## config.mk

```make
export PLATFORM = sky130hd
export DESIGN_NAME = dac_par_host
export DESIGN_NICKNAME = d
export VERILOG_FILES = /design/src/rtl/dac_par_host.sv
export SDC_FILE = /design/constraint.sdc
export NUM_CORES = 1
export LEC_CHECK = 0
export CAP_MARGIN = 20
export CORE_UTILIZATION = 50
export DETAILED_ROUTE_END_ITERATION = 12
export DONT_BUFFER_PORTS = 1
export GPL_TIMING_DRIVEN = 1
export HOLD_SLACK_MARGIN = 0.03
export PLACE_DENSITY = 0.68
export SETUP_SLACK_MARGIN = 0.05
export SLEW_MARGIN = 20
export SYNTH_ARGS = -nofsm -noshare
export SYNTH_HDL_FRONTEND = slang
export SYNTH_SLANG_ARGS = --single-unit
```

## constraint.sdc

```tcl
create_clock -name clk -period 1.5 [get_ports clk]
set_input_delay 0.3 -clock clk [delete_from_list [all_inputs] [get_ports clk]]
set_output_delay 0.3 -clock clk [all_outputs]
set_load 0.1 [all_outputs]
```

## src/rtl/dac_par_host.sv

```systemverilog
module dac_par_host #(
  parameter int W           = 12,
  parameter int CS_LOW_CYC  = 2,
  parameter int DATA_SU_CYC = 2,
  parameter int RW_SU_CYC   = 1,
  parameter int CS_HIGH_CYC = 2,
  parameter int ACCESS_CYC  = 5,
  parameter int RELQ_CYC    = 2,
  parameter bit CMP_EN      = 1'b1
) (
  input  logic         clk,
  input  logic         rst,
  input  logic         cmd_valid,
  output logic         cmd_ready,
  input  logic         cmd_rd,
  input  logic [W-1:0] cmd_data,
  output logic         rsp_valid,
  output logic [W-1:0] rsp_data,
  output logic         rsp_mismatch,
  output logic         bus_cs_n,
  output logic         bus_rw,
  output logic         bus_oe,
  output logic [W-1:0] bus_dout,
  input  logic [W-1:0] bus_din
);

  localparam int WR_LOW  = (CS_LOW_CYC > DATA_SU_CYC) ? CS_LOW_CYC : DATA_SU_CYC;
  localparam int RD_LOW  = (CS_LOW_CYC > ACCESS_CYC) ? CS_LOW_CYC : ACCESS_CYC;
  localparam int RD_HIGH = (CS_HIGH_CYC > RELQ_CYC) ? CS_HIGH_CYC : RELQ_CYC;
  localparam int PREP    = (RW_SU_CYC > 1) ? RW_SU_CYC : 1;
  localparam int MAXL    = (WR_LOW > RD_LOW) ? WR_LOW : RD_LOW;
  localparam int MAXH    = (RD_HIGH > PREP) ? RD_HIGH : PREP;
  localparam int MAXC    = (MAXL > MAXH) ? MAXL : MAXH;
  localparam int CW      = $clog2(MAXC + 2) + 1;

  typedef enum logic [1:0] {S_IDLE, S_PREP, S_LOW, S_HIGH} state_t;

  state_t         st;
  logic [CW-1:0]  cnt;
  logic           is_rd;
  logic [W-1:0]   last_wr;

  assign cmd_ready = (st == S_IDLE);

  always_ff @(posedge clk) begin
    if (rst) begin
      st           <= S_IDLE;
      cnt          <= '0;
      is_rd        <= 1'b0;
      last_wr      <= '0;
      bus_cs_n     <= 1'b1;
      bus_rw       <= 1'b1;
      bus_oe       <= 1'b0;
      bus_dout     <= '0;
      rsp_valid    <= 1'b0;
      rsp_data     <= '0;
      rsp_mismatch <= 1'b0;
    end else begin
      rsp_valid <= 1'b0;
      case (st)
        S_IDLE: if (cmd_valid) begin
          is_rd  <= cmd_rd;
          bus_rw <= cmd_rd;
          bus_oe <= !cmd_rd;
          if (!cmd_rd) begin
            bus_dout <= cmd_data;
            last_wr  <= cmd_data;
          end
          cnt <= CW'(PREP - 1);
          st  <= S_PREP;
        end
        S_PREP: if (cnt == '0) begin
          bus_cs_n <= 1'b0;
          cnt      <= is_rd ? CW'(RD_LOW - 1) : CW'(WR_LOW - 1);
          st       <= S_LOW;
        end else cnt <= cnt - 1'b1;
        S_LOW: if (cnt == '0) begin
          bus_cs_n <= 1'b1;
          cnt      <= is_rd ? CW'(RD_HIGH - 1) : CW'(CS_HIGH_CYC - 1);
          st       <= S_HIGH;
          if (is_rd) begin
            rsp_valid    <= 1'b1;
            rsp_data     <= bus_din;
            rsp_mismatch <= CMP_EN && (bus_din != last_wr);
          end
        end else cnt <= cnt - 1'b1;
        S_HIGH: if (cnt == '0) begin
          bus_rw <= 1'b1;
          bus_oe <= 1'b0;
          st     <= S_IDLE;
        end else cnt <= cnt - 1'b1;
        default: st <= S_IDLE;
      endcase
    end
  end

  logic [CW-1:0] low_run, high_run, rwh_run;
  always_ff @(posedge clk) begin
    if (rst) begin
      low_run  <= '0;
      high_run <= '0;
      rwh_run  <= '0;
    end else begin
      low_run  <= bus_cs_n ? '0 : ((&low_run) ? low_run : low_run + 1'b1);
      high_run <= !bus_cs_n ? '0 : ((&high_run) ? high_run : high_run + 1'b1);
      rwh_run  <= !(bus_cs_n && bus_rw) ? '0 : ((&rwh_run) ? rwh_run : rwh_run + 1'b1);
    end
  end

  AST_RESET_IDLE: assert property (@(posedge clk) $past(rst) |-> bus_cs_n && bus_rw && !bus_oe && cmd_ready && !rsp_valid);
  AST_DATA_STABLE: assert property (@(posedge clk) disable iff (rst) !bus_cs_n && $past(!bus_cs_n) && !bus_rw |-> $stable(bus_dout) && bus_oe);
  AST_CS_LOW_MIN: assert property (@(posedge clk) disable iff (rst) $rose(bus_cs_n) |-> low_run >= CW'(CS_LOW_CYC));
  AST_RW_SETUP: assert property (@(posedge clk) disable iff (rst) $fell(bus_cs_n) && bus_rw |-> rwh_run >= CW'(RW_SU_CYC));
  AST_RSP_AT_RISE: assert property (@(posedge clk) disable iff (rst) rsp_valid |-> $rose(bus_cs_n) && bus_rw);
  AST_CS_HIGH_MIN: assert property (@(posedge clk) disable iff (rst) $fell(bus_cs_n) |-> high_run >= CW'(CS_HIGH_CYC));
  AST_NO_CONTEND: assert property (@(posedge clk) disable iff (rst) !bus_cs_n && bus_rw |-> !bus_oe);
  AST_READY_IDLE: assert property (@(posedge clk) disable iff (rst) cmd_ready |-> bus_cs_n);
  AST_RW_HOLD: assert property (@(posedge clk) disable iff (rst) $past(!bus_cs_n) |-> $stable(bus_rw));

endmodule

```

======== Word-level counts from Yosys, hierarchy flattened ========
Cells that the tools add are included.
cells by class
  equality and inequality tests ........... 9
  bitwise gates (word level) .............. 3
  add/sub/neg operators ................... 1
  multiplexer cells ....................... 19
  reductions and logical operators ........ 13
operator list
  operator             number
  $mux 4               4
  $pmux 4 s4           1
  $ne 12x12->1         1
  $reduce_and 3->1     4
  $ne 2x2->1 const B   5
  $mux 2               4
  $pmux 2 s4           1
  $pmux 1 s2           3
  $mux 1               5
  $eq 2x2->1 const B   2
  $logic_not 4->1      1
  $reduce_and 2->1     2
  $reduce_and 4->1     1
  $reduce_bool 2->1    2
  $sub 4x1->4 const B  1
  $mux 3               1
  $not 1->1            3
  $reduce_or 3->1      1
  $eq 2x1->1 const B   1
  $logic_not 2->1      1
  $logic_not 1->1      1
storage, ports and cells
  output and inout port bits .............. 30
  flip-flop bits (word level) ............. 36
  word-level logic and storage cells ...... 55
  input port bits ......................... 28

======== Depth between registers and ports, before layout ========
  depth in word-level cells ............... 3
  depth in mapped cells ................... 8
  gate-level depth less buffers ........... 6

======== Worst setup path before layout ========
No wires, ideal clock.
  kind .................................... flip-flop to flip-flop
  start ................................... register st[0]
  end ..................................... register bus_rw
  data arrival time ....................... 2.134 ns
  buffers on the path ..................... 2
  setup time .............................. 0.128 ns
  setup slack ............................. -0.762 ns
  stages on the path, launching flop included .. 9
  clock period less this slack ............ 2.262 ns
  data required time ...................... 1.372 ns
  path through ............................ dfxtp_1 > inv_1 > ha_1 > nand2_1 > or2_1 > clkbuf_1 > buf_2 > o21ai_1 > nand2_1
between the ends
  longest elaborated chain between the ends .. 3
  elaborated cells on any way between the ends .. 7
  those cells by class .................... eq/ne (3); mux (1); reduce/logical (3)
RTL lines
  element                                                    RTL line  RTL
  from (decl)                                                38        state_t st;
  from (signal assigned)                                     47        st <= S_IDLE;
  from (signal assigned)                                     70        st <= S_PREP;
  from (signal assigned)                                     75        st <= S_LOW;
  $logic_not 2->1 (*)                                        n/a
  named net cmd_ready                                        14        output logic cmd_ready,
  $ne 2x2->1 (no line) or $reduce_bool 2->1 (tied branches)  n/a
  $reduce_and 3->1 (no line)                                 n/a
  to (signal assigned)                                       63        bus_rw <= cmd_rd;
  to (decl)                                                  21        output logic bus_rw,
Mark *: on every way through the listed nets, which the timed path passes. The rest lies on a longest branch.
A chain may end at the register's enable or synchronous reset.

======== Final worst setup path ========
  start ................................... register cnt[0]
  end ..................................... register cnt[0]
between the ends
  longest elaborated chain between the ends .. 3
  elaborated cells on any way between the ends .. 8
  those cells by class .................... add/sub (1); eq/ne (1); mux (4); reduce/logical (2)
RTL lines
  element                                         RTL line  RTL
  from (decl)                                     39        logic [CW-1:0] cnt;
  from (signal assigned)                          69        cnt <= CW'(PREP - 1);
  from (signal assigned)                          74        cnt <= is_rd ? CW'(RD_LOW - 1) : CW'(WR_LOW - 1);
  from (signal assigned)                          76        end else cnt <= cnt - 1'b1;
  $sub 4x1->4 or $logic_not 4->1 (tied branches)  n/a
  $mux 4 (tied with other cells)                  87        S_HIGH: if (cnt == '0) begin
  $pmux 4 s4 or $reduce_and 2->1 (tied branches)  n/a
Parallel ways exist; a longest one is shown, timed or not. The select of a mux whose other input is x is not followed.

==> metrics.md <==
| Metric | Value |
|---|---|
| Netlist cell types | `33` |
| Total global routing overflow | `0` |
| Clk_lat worst skew | `approximately 0.35 ns` |
| Actual slew at the worst max-slew pin | `between 0.3 and 0.4 ns` |
| Core Rows | `20` |
| Fin. Hold Viols | `0` |
| Die Area | `0.003568 sq mm` |
| Flops & latches, synth | `36` |
| Crit path required time | `~1.7 ns` |
| Cells along the critical path | `inv_2 -> ha_4 -> nor3b_4 -> buf_6 -> a21oi_1 -> o221ai_1 -> a21oi_1` |
| P_leak | `a little over 0.001 uW` |
| Maximum vdd drop | `between 1 and 1.5 mV` |
| Via count | `approximately 1500` |
| Setup violators final | `2` |
| I/O pin total | `58` |
| Net Count, Synth | `roughly 220` |
| Ant diodes | `0` |
| Max stage delay cell, worst path | `dfxtp_2` |
| Max Freq | `between 600 and 700 MHz` |
| Detailed placement HPWL | `~2900 microns` |
| YS warnings | `0` |
| MaxCap Viol Count | `0` |
| Slew Limit Fails | `0` |
| Area occupied by multi-input gates | `947.2 sq um` |
| # H-tree levels | `2` |
| Vias per cell | `roughly 5.4` |
| Post-Syn Instances | `190` |
| Hold crit path type | `in -> reg` |
| Routed wire length | `4134 microns` |
| Storage cell area | `between 700 and 800 sq um` |
| Maximum buffer depth of the clock tree | `2` |
| Rel. slew slack | `around three quarters` |
| FFs w/ async S/R, synth | `0%` |
| Routability cong. | `between 0.8 and 0.9` |
| Global-route wire length before repair | `6389 microns` |
| Die Ht | `~60 microns` |
| Die W | `59.74 microns` |
| Post-route clock skew | `slightly below 0.01 ns` |
| DR WL/cell | `14.98 microns` |
| Setup Crit Path Kind | `reg -> reg` |
| Status | `finished, violations left` |
| Synthesized area per cell | `a little under 9 sq um` |
| CTS sink cnt | `36` |
| Seq/Total Area, Yosys | `a little over two fifths` |
| Primary FF master, synth | `dfxtp_1` |
| Mapped Area | `0.001667 sq mm` |
| Period utilisation layout | `100.5%` |
| Core Area | `around 0.0031 sq mm` |
| Critical Path Start Type | `register` |
| Fill count | `roughly 250` |
| Clock-pin slew on the worst setup and hold paths | `about 0.11 ns` |
| Power Dens Cells | `around 1700 mW/mm^2` |
| Number of global-route vias before repair | `roughly 1400` |
| Crit path top cell by count | `a21oi_1` |
| Layout area overhead | `34.31%` |
| CP peak stage delay | `roughly 0.35 ns` |
| Final core occ | `72.14%` |
| GRT Total Usage | `between 20% and 30%` |
| CP Capture Type | `register` |
| ANT nets after route | `0` |
| Hold WS | `between 0.06 and 0.07 ns` |
| Initial Util | `roughly 54%` |
| IO Port Bufs | `0` |
| Antenna violations before repair | `0` |
| DRC viols | `0` |
| Critical Path Fanout Max | `10` |
| Failing checks | `negative setup slack` |
| Root buffer cell | `clkbuf_4` |
| Final #Nets | `265` |
| Final worst slack | `-0.007956 ns` |
| Pin count of the biggest net entering global routing | `34` |
| Minimum clock period after layout | `around 1.5 ns` |
| RSZ-0062 raised after global routing | `true` |
| DR pass1 iterations | `4` |
| CTS tree | `yes` |
| Layout cells sized above 1 | `between 30% and 40%` |
| EDFF count, synth | `0` |
| Critical Path AT | `~1.8 ns` |
| Total CTS buffers | `5` |
| Drt first-iter violations | `59` |
registers in the layout, summed over array words and instances, names as in the netlist, 2 cells and up:
| signal | count |
|---|---|
| cnt | 4 |
| st | 2 |
| rsp_data | 12 |
| last_wr | 12 |
kinds of logic after synthesis:
| family | synth area share, % |
|---|---|
| xor gates and xnor gates | 6.306 |
| adders and majority gates | 4.504 |
| buffers and inverters | 4.805 |
| AOI/OAI and AO/OA | 12.39 |
| muxes | 8.483 |
| and+or+nand+nor | 20.27 |
| DFF | 43.24 |
layout by cell type, fill, tap and decap left out, types with 2 or more instances in the layout:
| master | instances |
|---|---|
| xor2_1 | 12 |
| buf_6 | 2 |
| inv_2 | 3 |
| ha_2 | 4 |
| dfxtp_1 | 20 |
| buf_12 | 4 |
| mux2i_1 | 13 |
| nand2b_1 | 3 |
| nor3_1 | 3 |
| clkbuf_4 | 5 |
| o21ai_1 | 2 |
| nand2_1 | 30 |
| nand3_1 | 3 |
| a21oi_2 | 2 |
| ha_4 | 2 |
| nor2_1 | 21 |
| buf_4 | 39 |
| a21oi_1 | 18 |
| nor4_1 | 4 |
| a21o_1 | 2 |
| dfxtp_2 | 15 |
cell type report:
cell class,instances,share of cell area [%]
multi-input combinational,138,42.31
clock buffer,6,1.845
clock inverter,2,1.565
tap,44,2.459
sequential,36,33.20
inverter,5,0.9503
timing repair buffer,45,17.66
synthesized netlist by cell type, drive strengths merged (2+ instances only):
cell type / instances / area (sq um)
inv: 5 / 18.77
nand2: 31 / 116.4
o221ai: 2 / 17.52
a21o: 2 / 15.01
nor4: 4 / 25.02
dfxtp: 36 / 720.7
buf: 6 / 42.54
a21oi: 20 / 100.1
o21ai: 3 / 15.01
xor2: 12 / 105.1
nor2: 21 / 78.83
nand2b: 3 / 18.77
nor3b: 2 / 26.28
nor3: 4 / 20.02
mux2i: 13 / 130.1
ha: 6 / 75.07
clkbuf: 5 / 18.77
nand3: 4 / 32.53
per-layer routing:
| layer | vias up | GRT usage, % | share of wire, % |
|---|---|---|---|
| li1 | 726 | - | - |
| met1 | 694 | 31.84 | 44 |
| met2 | 51 | 37.78 | 47 |
| met3 | 8 | 8.658 | 7.1 |
| met4 | 0 | 6.977 | 1.5 |
| met5 | - | 0 | 0 |
repair_timing:
action | 4_1_cts | 5_1_grt
endpoints found under the setup margin | 21 | 34
endpoints found under the hold margin | 33 | 0
gates resized for setup | 9 | 11
pin swaps | 4 | 5
hold buffers | 1 | 0
buffers inserted | 7 | 0
final timing paths:
| path | start | slack (ns) | endpoint | depth (start not counted) |
|---|---|---|---|---|
| worst min register to register | bus_cs_n | 0.51 | bus_cs_n | 1 |
| worst max-delay path | cnt[0] | -0.008 | cnt[0] | 7 |
| worst min-delay path | rst | 0.06 | bus_rw | 2 |
| worst max register to register | cnt[0] | -0.008 | cnt[0] | 7 |
per-stage QoR:
step	worst slack [ns]	TNS [ns]	std cells	area, sq um	total power (uW)
after global routing	-0.06417	-0.8440	276	2238	3851
after global placement	0.02797	0	260	2023	2799
final	-0.007956	-0.008441	276	2238	3697
after CTS	0.03296	0	276	2203	3644
after detailed placement	-0.01618	-0.02712	260	2023	2820
after floorplan	-0.09648	-0.6352	190	1744	2561
report_power, final:
group	total (uW)	internal (uW)	leakage, uW	switching, uW
registers	1180	1090	0.000300	90.2
logic	1850	599	0.000665	1250
clock network	673	349	0.0000422	323
critical path: cells and delay by family (launching register included):
family                     cells  cell delay, ns
buffers and inverters          2            0.28
DFF                            1            0.35
AOI/OAI and AO/OA              3            0.36
and+or+nand+nor                1            0.28
adders and majority gates      1            0.14
No activity file was read; power rests on OpenSTA's default activity.
